$ cat config.mk
export PLATFORM = sky130hd
export DESIGN_NAME = adc_scan_seq
export DESIGN_NICKNAME = d
export VERILOG_FILES = /design/src/rtl/adc_scan_pkg.sv /design/src/rtl/scan_regs.sv /design/src/rtl/scan_ctrl.sv /design/src/rtl/scan_result_bank.sv /design/src/rtl/adc_scan_seq.sv
export SDC_FILE = /design/constraint.sdc
export NUM_CORES = 1
export LEC_CHECK = 0
export ABC_AREA = 1
export BUFFER_PORTS_ARGS = -buffer_cell sky130_fd_sc_hd__buf_2
export CAP_MARGIN = 20
export CORE_ASPECT_RATIO = 1.1
export CORE_MARGIN = 2
export CORE_UTILIZATION = 30
export CTS_BUF_LIST = sky130_fd_sc_hd__clkbuf_4
export CTS_CLUSTER_SIZE = 25
export DETAILED_ROUTE_END_ITERATION = 10
export GPL_TIMING_DRIVEN = 1
export SETUP_SLACK_MARGIN = 0.5
export SYNTH_ARGS = -nofsm -noshare
export SYNTH_HDL_FRONTEND = slang
export SYNTH_SLANG_ARGS = --single-unit
$ cat constraint.sdc
create_clock -name clk_i -period 4.4 [get_ports clk_i]
set_input_delay 0.44 -clock clk_i [delete_from_list [all_inputs] [get_ports clk_i]]
set_output_delay 0.44 -clock clk_i [all_outputs]
set_load 0.005 [all_outputs]
$ cat src/rtl/adc_scan_pkg.sv
package adc_scan_pkg;
  localparam int unsigned BIT_START = 0;
  localparam int unsigned BIT_IE    = 1;
  localparam int unsigned BIT_DONE  = 2;
  localparam int unsigned BIT_LAST  = 3;

  localparam logic [1:0] MODE_MULTI = 2'b10;

  typedef enum logic [1:0] {
    S_IDLE  = 2'd0,
    S_ISSUE = 2'd1,
    S_WAIT  = 2'd2
  } scan_state_e;
endpackage

$ cat src/rtl/scan_regs.sv
module scan_regs
  import adc_scan_pkg::*;
#(
  parameter int unsigned CH_W = 3
) (
  input  logic            clk_i,
  input  logic            rst_ni,
  input  logic            wr_en_i,
  input  logic            rd_en_i,
  input  logic            ie_wr_i,
  input  logic            done_wr_i,
  input  logic [CH_W-1:0] last_wr_i,
  input  logic [1:0]      mode_wr_i,
  input  logic            pass_end_i,
  output logic            ie_o,
  output logic            done_o,
  output logic [CH_W-1:0] last_o,
  output logic [1:0]      mode_o,
  output logic            irq_o
);
  logic armed_q;

  always_ff @(posedge clk_i or negedge rst_ni) begin
    if (!rst_ni) begin
      ie_o    <= 1'b0;
      done_o  <= 1'b0;
      last_o  <= '0;
      mode_o  <= '0;
      armed_q <= 1'b0;
    end else begin
      if (wr_en_i) begin
        ie_o   <= ie_wr_i;
        last_o <= last_wr_i;
        mode_o <= mode_wr_i;
      end
      // completion wins over a simultaneous clear
      if (pass_end_i) begin
        done_o  <= 1'b1;
        armed_q <= 1'b0;
      end else if (wr_en_i && armed_q && !done_wr_i) begin
        done_o  <= 1'b0;
        armed_q <= 1'b0;
      end else if (rd_en_i && done_o) begin
        armed_q <= 1'b1;
      end
    end
  end

  assign irq_o = done_o & ie_o;

  assert_done_set_R5: assert property (@(posedge clk_i) disable iff (!rst_ni)
    $rose(done_o) |-> $past(pass_end_i));

  assert_done_clr_R8: assert property (@(posedge clk_i) disable iff (!rst_ni)
    $fell(done_o) |-> $past(wr_en_i) && $past(armed_q));
endmodule

$ cat src/rtl/scan_ctrl.sv
module scan_ctrl
  import adc_scan_pkg::*;
#(
  parameter int unsigned NUM_CH = 8,
  localparam int unsigned CH_W  = (NUM_CH > 1) ? $clog2(NUM_CH) : 1
) (
  input  logic            clk_i,
  input  logic            rst_ni,
  input  logic            start_i,
  input  logic            abort_i,
  input  logic [CH_W-1:0] last_i,
  input  logic            conv_done_i,
  output logic            busy_o,
  output logic [CH_W-1:0] ch_o,
  output logic            conv_start_o,
  output logic            wr_res_o,
  output logic            pass_end_o
);
  scan_state_e     state_q;
  logic [CH_W-1:0] ch_q;
  logic [CH_W-1:0] last_q;

  always_ff @(posedge clk_i or negedge rst_ni) begin
    if (!rst_ni) begin
      state_q <= S_IDLE;
      ch_q    <= '0;
      last_q  <= '0;
    end else if (abort_i) begin
      state_q <= S_IDLE;
    end else begin
      unique case (state_q)
        S_IDLE: if (start_i) begin
          state_q <= S_ISSUE;
          ch_q    <= '0;
          last_q  <= last_i;
        end
        S_ISSUE: state_q <= S_WAIT;
        S_WAIT: if (conv_done_i) begin
          if (ch_q == last_q) begin
            state_q <= S_IDLE;
          end else begin
            ch_q    <= ch_q + 1'b1;
            state_q <= S_ISSUE;
          end
        end
        default: state_q <= S_IDLE;
      endcase
    end
  end

  assign busy_o       = (state_q != S_IDLE);
  assign ch_o         = ch_q;
  assign conv_start_o = (state_q == S_ISSUE);
  assign wr_res_o     = (state_q == S_WAIT) && conv_done_i && !abort_i;
  assign pass_end_o   = wr_res_o && (ch_q == last_q);

  assert_first_ch_R9: assert property (@(posedge clk_i) disable iff (!rst_ni)
    $rose(busy_o) |-> ch_q == '0);

  assert_ch_step_R3: assert property (@(posedge clk_i) disable iff (!rst_ni)
    (state_q == S_ISSUE && $past(state_q) == S_WAIT) |-> ch_q == CH_W'($past(ch_q) + 1'b1));

  assert_ch_range_R3: assert property (@(posedge clk_i) disable iff (!rst_ni)
    busy_o |-> ch_q <= last_q);

  assert_one_pulse_R3: assert property (@(posedge clk_i) disable iff (!rst_ni)
    conv_start_o |=> !conv_start_o);

  assert_abort_R7: assert property (@(posedge clk_i) disable iff (!rst_ni)
    abort_i |=> !busy_o && !conv_start_o);
endmodule

$ cat src/rtl/scan_result_bank.sv
module scan_result_bank #(
  parameter int unsigned NUM_CH = 8,
  parameter int unsigned DATA_W = 10,
  localparam int unsigned CH_W  = (NUM_CH > 1) ? $clog2(NUM_CH) : 1
) (
  input  logic              clk_i,
  input  logic              rst_ni,
  input  logic              we_i,
  input  logic [CH_W-1:0]   wr_ch_i,
  input  logic [DATA_W-1:0] wr_data_i,
  input  logic [CH_W-1:0]   rd_ch_i,
  output logic [DATA_W-1:0] rd_data_o
);
  logic [DATA_W-1:0] res_q [NUM_CH];

  always_ff @(posedge clk_i or negedge rst_ni) begin
    if (!rst_ni) begin
      for (int i = 0; i < NUM_CH; i++) res_q[i] <= '0;
    end else if (we_i) begin
      for (int i = 0; i < NUM_CH; i++)
        if (wr_ch_i == CH_W'(i)) res_q[i] <= wr_data_i;
    end
  end

  assign rd_data_o = res_q[rd_ch_i];

  assert_store_R4: assert property (@(posedge clk_i) disable iff (!rst_ni)
    we_i |=> res_q[$past(wr_ch_i)] == $past(wr_data_i));
endmodule

$ cat src/rtl/adc_scan_seq.sv
module adc_scan_seq
  import adc_scan_pkg::*;
#(
  parameter int unsigned NUM_CH = 8,
  parameter int unsigned DATA_W = 10,
  parameter int unsigned REG_W  = 16,
  parameter int unsigned ADDR_W = 4,
  localparam int unsigned CH_W   = (NUM_CH > 1) ? $clog2(NUM_CH) : 1,
  localparam int unsigned MODE_LSB = BIT_LAST + CH_W,
  localparam int unsigned CTRL_W = MODE_LSB + 2
) (
  input  logic              clk_i,
  input  logic              rst_ni,
  input  logic              reg_we_i,
  input  logic              reg_re_i,
  input  logic [ADDR_W-1:0] reg_addr_i,
  input  logic [REG_W-1:0]  reg_wdata_i,
  output logic [REG_W-1:0]  reg_rdata_o,
  input  logic              timer_trig_i,
  input  logic              ext_trig_i,
  output logic              conv_start_o,
  output logic [CH_W-1:0]   conv_ch_o,
  input  logic              conv_done_i,
  input  logic [DATA_W-1:0] conv_data_i,
  output logic              irq_o
);
  logic            ctrl_sel, ctrl_wr, ctrl_rd;
  logic            busy, done, ie;
  logic [CH_W-1:0] last_q, last_sel, wr_last;
  logic [1:0]      mode_q, wr_mode;
  logic            sw_start, hw_start, start, abort;
  logic            wr_res, pass_end;
  logic [DATA_W-1:0] res_rd;
  logic [CH_W-1:0] rd_ch;
  logic            unused_wdata;

  assign ctrl_sel = (reg_addr_i == '0);
  assign ctrl_wr  = reg_we_i && ctrl_sel;
  assign ctrl_rd  = reg_re_i && ctrl_sel;
  assign wr_last  = reg_wdata_i[BIT_LAST +: CH_W];
  assign wr_mode  = reg_wdata_i[MODE_LSB +: 2];

  assign sw_start = ctrl_wr && reg_wdata_i[BIT_START] && (wr_mode == MODE_MULTI) && !busy;
  assign hw_start = (timer_trig_i || ext_trig_i) && !ctrl_wr && (mode_q == MODE_MULTI) && !busy;
  assign start    = sw_start || hw_start;
  assign last_sel = sw_start ? wr_last : last_q;
  assign abort    = ctrl_wr && !reg_wdata_i[BIT_START] && busy;
  assign unused_wdata = ^reg_wdata_i[REG_W-1:CTRL_W];

  scan_regs #(.CH_W(CH_W)) u_regs (
    .clk_i      (clk_i),
    .rst_ni     (rst_ni),
    .wr_en_i    (ctrl_wr),
    .rd_en_i    (ctrl_rd),
    .ie_wr_i    (reg_wdata_i[BIT_IE]),
    .done_wr_i  (reg_wdata_i[BIT_DONE]),
    .last_wr_i  (wr_last),
    .mode_wr_i  (wr_mode),
    .pass_end_i (pass_end),
    .ie_o       (ie),
    .done_o     (done),
    .last_o     (last_q),
    .mode_o     (mode_q),
    .irq_o      (irq_o)
  );

  scan_ctrl #(.NUM_CH(NUM_CH)) u_ctrl (
    .clk_i        (clk_i),
    .rst_ni       (rst_ni),
    .start_i      (start),
    .abort_i      (abort),
    .last_i       (last_sel),
    .conv_done_i  (conv_done_i),
    .busy_o       (busy),
    .ch_o         (conv_ch_o),
    .conv_start_o (conv_start_o),
    .wr_res_o     (wr_res),
    .pass_end_o   (pass_end)
  );

  assign rd_ch = CH_W'(reg_addr_i - 1'b1);

  scan_result_bank #(.NUM_CH(NUM_CH), .DATA_W(DATA_W)) u_bank (
    .clk_i     (clk_i),
    .rst_ni    (rst_ni),
    .we_i      (wr_res),
    .wr_ch_i   (conv_ch_o),
    .wr_data_i (conv_data_i),
    .rd_ch_i   (rd_ch),
    .rd_data_o (res_rd)
  );

  always_comb begin
    reg_rdata_o = '0;
    if (ctrl_sel) begin
      reg_rdata_o[BIT_START]         = busy;
      reg_rdata_o[BIT_IE]            = ie;
      reg_rdata_o[BIT_DONE]          = done;
      reg_rdata_o[BIT_LAST +: CH_W]  = last_q;
      reg_rdata_o[MODE_LSB +: 2]     = mode_q;
    end else if (reg_addr_i <= ADDR_W'(NUM_CH)) begin
      reg_rdata_o[DATA_W-1:0] = res_rd;
    end
  end

  assert_end_idle_R5: assert property (@(posedge clk_i) disable iff (!rst_ni)
    $rose(done) |-> $fell(busy));

  assert_busy_start_R10: assert property (@(posedge clk_i) disable iff (!rst_ni)
    conv_start_o |-> busy);

  assert_mode_gate_R11: assert property (@(posedge clk_i) disable iff (!rst_ni)
    $rose(busy) |-> $past(mode_q) == MODE_MULTI || $past(wr_mode) == MODE_MULTI);
endmodule

==> reports/metrics.csv <==
metric,value,unit
CTS Buf Count,9,
antenna fix cells,0,
final hold viol count,0,
HP Class,in -> async,
Gate Count Post-Synth,575,
GRT Overall Usage,0.148,
fraction of final layout cells sized beyond drive strength 1,0.151,
first-pass GRT wire length,20100,µm
endpoint arrival time on the critical path,2.46,ns
clock tree from TritonCTS,built,
worst voltage drop across the vdd grid,0.249,mV
final-report setup violation count,0,
via count of the routed design,3963,
post-detailed-route count of antenna-violating nets,0,
half-perimeter wire length of the detailed placement result,7750,µm
die width,125,µm
power density over cell area,433,mW/mm²
clock transition at the registers of the reported paths,0.15,ns
Detailed Route WL,12200,µm
filler cell count in the final layout,1676,
Slew @ Worst Pin,0.890,ns
average size of a mapped cell,8.36,µm²
nature of the critical path endpoint,output port,
Area Growth Syn to Fin,9.52,%
Post-CTS Setup Bufs,0,
final number of max-transition violations,0,
final clock period utilization by the worst path,0.658,
number of antenna violations at the first check in global routing,0,
Synth Register Bits,96,
most frequent standard cell in the layout excluding fill and tap cells,nand2_1,
gr ovfl total,0,
Via density,4.90,
TritonCTS sink count,96,
sequential-to-total area share from yosys stat,0.499,
Clock Skew,0.0148,ns
switching share of power,0.340,
net switching component of the power,775,µW
Die ar.,0.0171,mm²
result of the run,"finished, final reports clean",
part of the power in registers,0.505,
count of max-cap constraint violations,0,
total of buffers placed on input and output ports,43,
design internal power,1510,µW
initial core utilization,0.307,
ports placed on the boundary,58,
clock network fraction of total power,0.240,
Pre-Repair DR Iteration Count,5,
area inside the core boundary,0.0157,mm²
count of H-tree levels built during CTS,3,
TNS Setup,0,ns
number of global-route vias before repair,3761,
R2R Path Start,u_ctrl.ch_o[0],
distinct cell type count of the synthesized netlist,34,
maximum achievable frequency,345,MHz
Pleak,0.00248,µW
Crit path required time,3.96,ns
combinational cell fraction of total power,0.255,
cell type contributing the most total cell area after synthesis,dfrtp_1,
dominant cells by area after synthesis,"dfrtp_1 (50%), nand2_1 (8.4%), o21ai_0 (7.7%)",
Final nets,649,
CTS Buffer Depth,2,
worst-skew pair later-pin latency,0.45,ns
CP Max Fanout,41,
first-iteration detailed-routing DRC count,416,
standard-cell rows,48,
Post-CTS Hold Buffers,0,
type of origin of the critical path,input pin,
CP startpoint,reg_addr_i[0],
RSZ-0062 raised after global routing,no,
final standard cell utilization of the core,0.336,
netlist area before placement,0.00481,mm²
count of yosys warnings during synthesis,0,
Final GP Congestion,0.772,
Post-CTS Resized,0,
final routed DRC violation total,0,
cell chosen for the clock root,clkbuf_4,
"leading cell types in the layout, fill and taps excluded","nand2_1 (108), dfrtp_1 (96), o21ai_0 (74), nor2_1 (73), o21ai_1 (63)",
minimum clock period after layout,2.90,ns
die outline height,137,µm
relative slew slack,0.407,
average routed wire per standard cell,15.1,µm
path type of the worst setup path,in -> out,
Yosys top cell area share,0.499,
pin count of the biggest net entering global routing,68,
power by group through the flow:
| stage | registers, µW | clock network [µW] | logic (µW) |
|---|---|---|---|
| 5_1_grt | 1170 | 611 | 670 |
| 3_3_place_gp | 1160 | 0 | 576 |
| 4_1_cts | 1150 | 568 | 589 |
| 6_report | 1150 | 548 | 583 |
| 3_5_place_dp | 1170 | 0 | 587 |
| 2_1_floorplan | 1140 | 0 | 435 |
flip-flops by register name, indices dropped and copies added (netlist names):
signal	cells
u_regs.ie_o	1
u_ctrl.last_q	3
u_ctrl.state_q	2
u_regs.mode_o	2
u_regs.last_o	3
u_regs.done_o	1
u_regs.armed_q	1
u_ctrl.ch_o	3
u_bank.res_q	80
layout make-up:
type                       instances  area, µm²  area share
clock buffer                      10       75.1      0.0143
clock inverter                     6       90.1      0.0171
inverter                          44        169      0.0321
multi-input combinational        404       2020       0.383
sequential                        96       2400       0.456
tap                              200        250      0.0475
timing repair buffer              49        263      0.0499
worst max-delay path, cell delays in order:
cell,delay [ns]
buf_2,0.11
inv_2,0.08
buf_4,0.40
ha_1,0.39
nand2_1,0.26
nand2_1,0.16
inv_2,0.13
nand3_1,0.21
o21ai_1,0.12
buf_2,0.14
through the flow:
stage	total power (µW)	hold WS, ns	area, µm²	worst slack (ns)	instances
after CTS	2310	0.0993	5270	1.51	809
final	2280	0.0981	5270	1.50	809
after global placement	1740	0.466	5100	1.51	793
after floorplan	1580	0.144	4830	2.28	580
after detailed placement	1750	0.471	5100	1.51	793
after global routing	2450	0.131	5270	1.33	809
final timing paths:
path                                     to  slack (ns)  depth (start not counted)
max                          reg_rdata_o[0]        1.50                         10
min                        u_bank.res_q[27]         0.1                          1
max reg2reg                u_bank.res_q[34]        2.74                          5
min reg2reg                u_bank.res_q[33]        0.50                          2
max in group asynchronous  u_bank.res_q[43]        3.37                          2
min in group clk_i              u_regs.ie_o        0.22                          3
per-layer routing:
metal	global-route usage	vias to the layer above	wire (µm)
li1	-	1956	-
met1	0.216	1872	6050
met2	0.229	124	5320
met3	0.0285	11	706
met4	0.0356	0	124
met5	0	-	0
cells in the mapped netlist:
cell type,instances
a211oi_1,1
a21oi_1,1
buf_2,8
buf_4,17
buf_6,4
clkbuf_1,7
clkinv_1,1
clkinv_2,1
conb_1,1
dfrtp_1,96
ha_1,8
inv_1,38
inv_2,3
inv_4,1
nand2_1,108
nand2_2,3
nand3_1,17
nand3_2,9
nand3_4,1
nand4_1,6
nand4_4,1
nor2_1,73
nor2_2,2
nor2_4,1
nor3_1,1
nor3_2,1
o211ai_1,16
o21ai_0,74
o21ai_1,63
o21ai_2,3
o21bai_1,1
o22ai_1,5
or2_2,1
xnor2_1,2
kinds of logic (layout without fill, tap and decap cells):
| kind of cell | Yosys count | after routing | share of synthesized area |
|---|---|---|---|
| XOR/XNOR | 2 | 2 | 0.00364 |
| other | 1 | 6 | 0.000780 |
| buffers and inverters | 80 | 109 | 0.0848 |
| AO/OA/AOI/OAI | 164 | 164 | 0.184 |
| flip-flops | 96 | 96 | 0.499 |
| adder cells (fa/ha/maj) | 8 | 8 | 0.0208 |
| AND/OR/NAND/NOR | 224 | 224 | 0.207 |
Note: power is estimated with default switching activity, not from simulation.
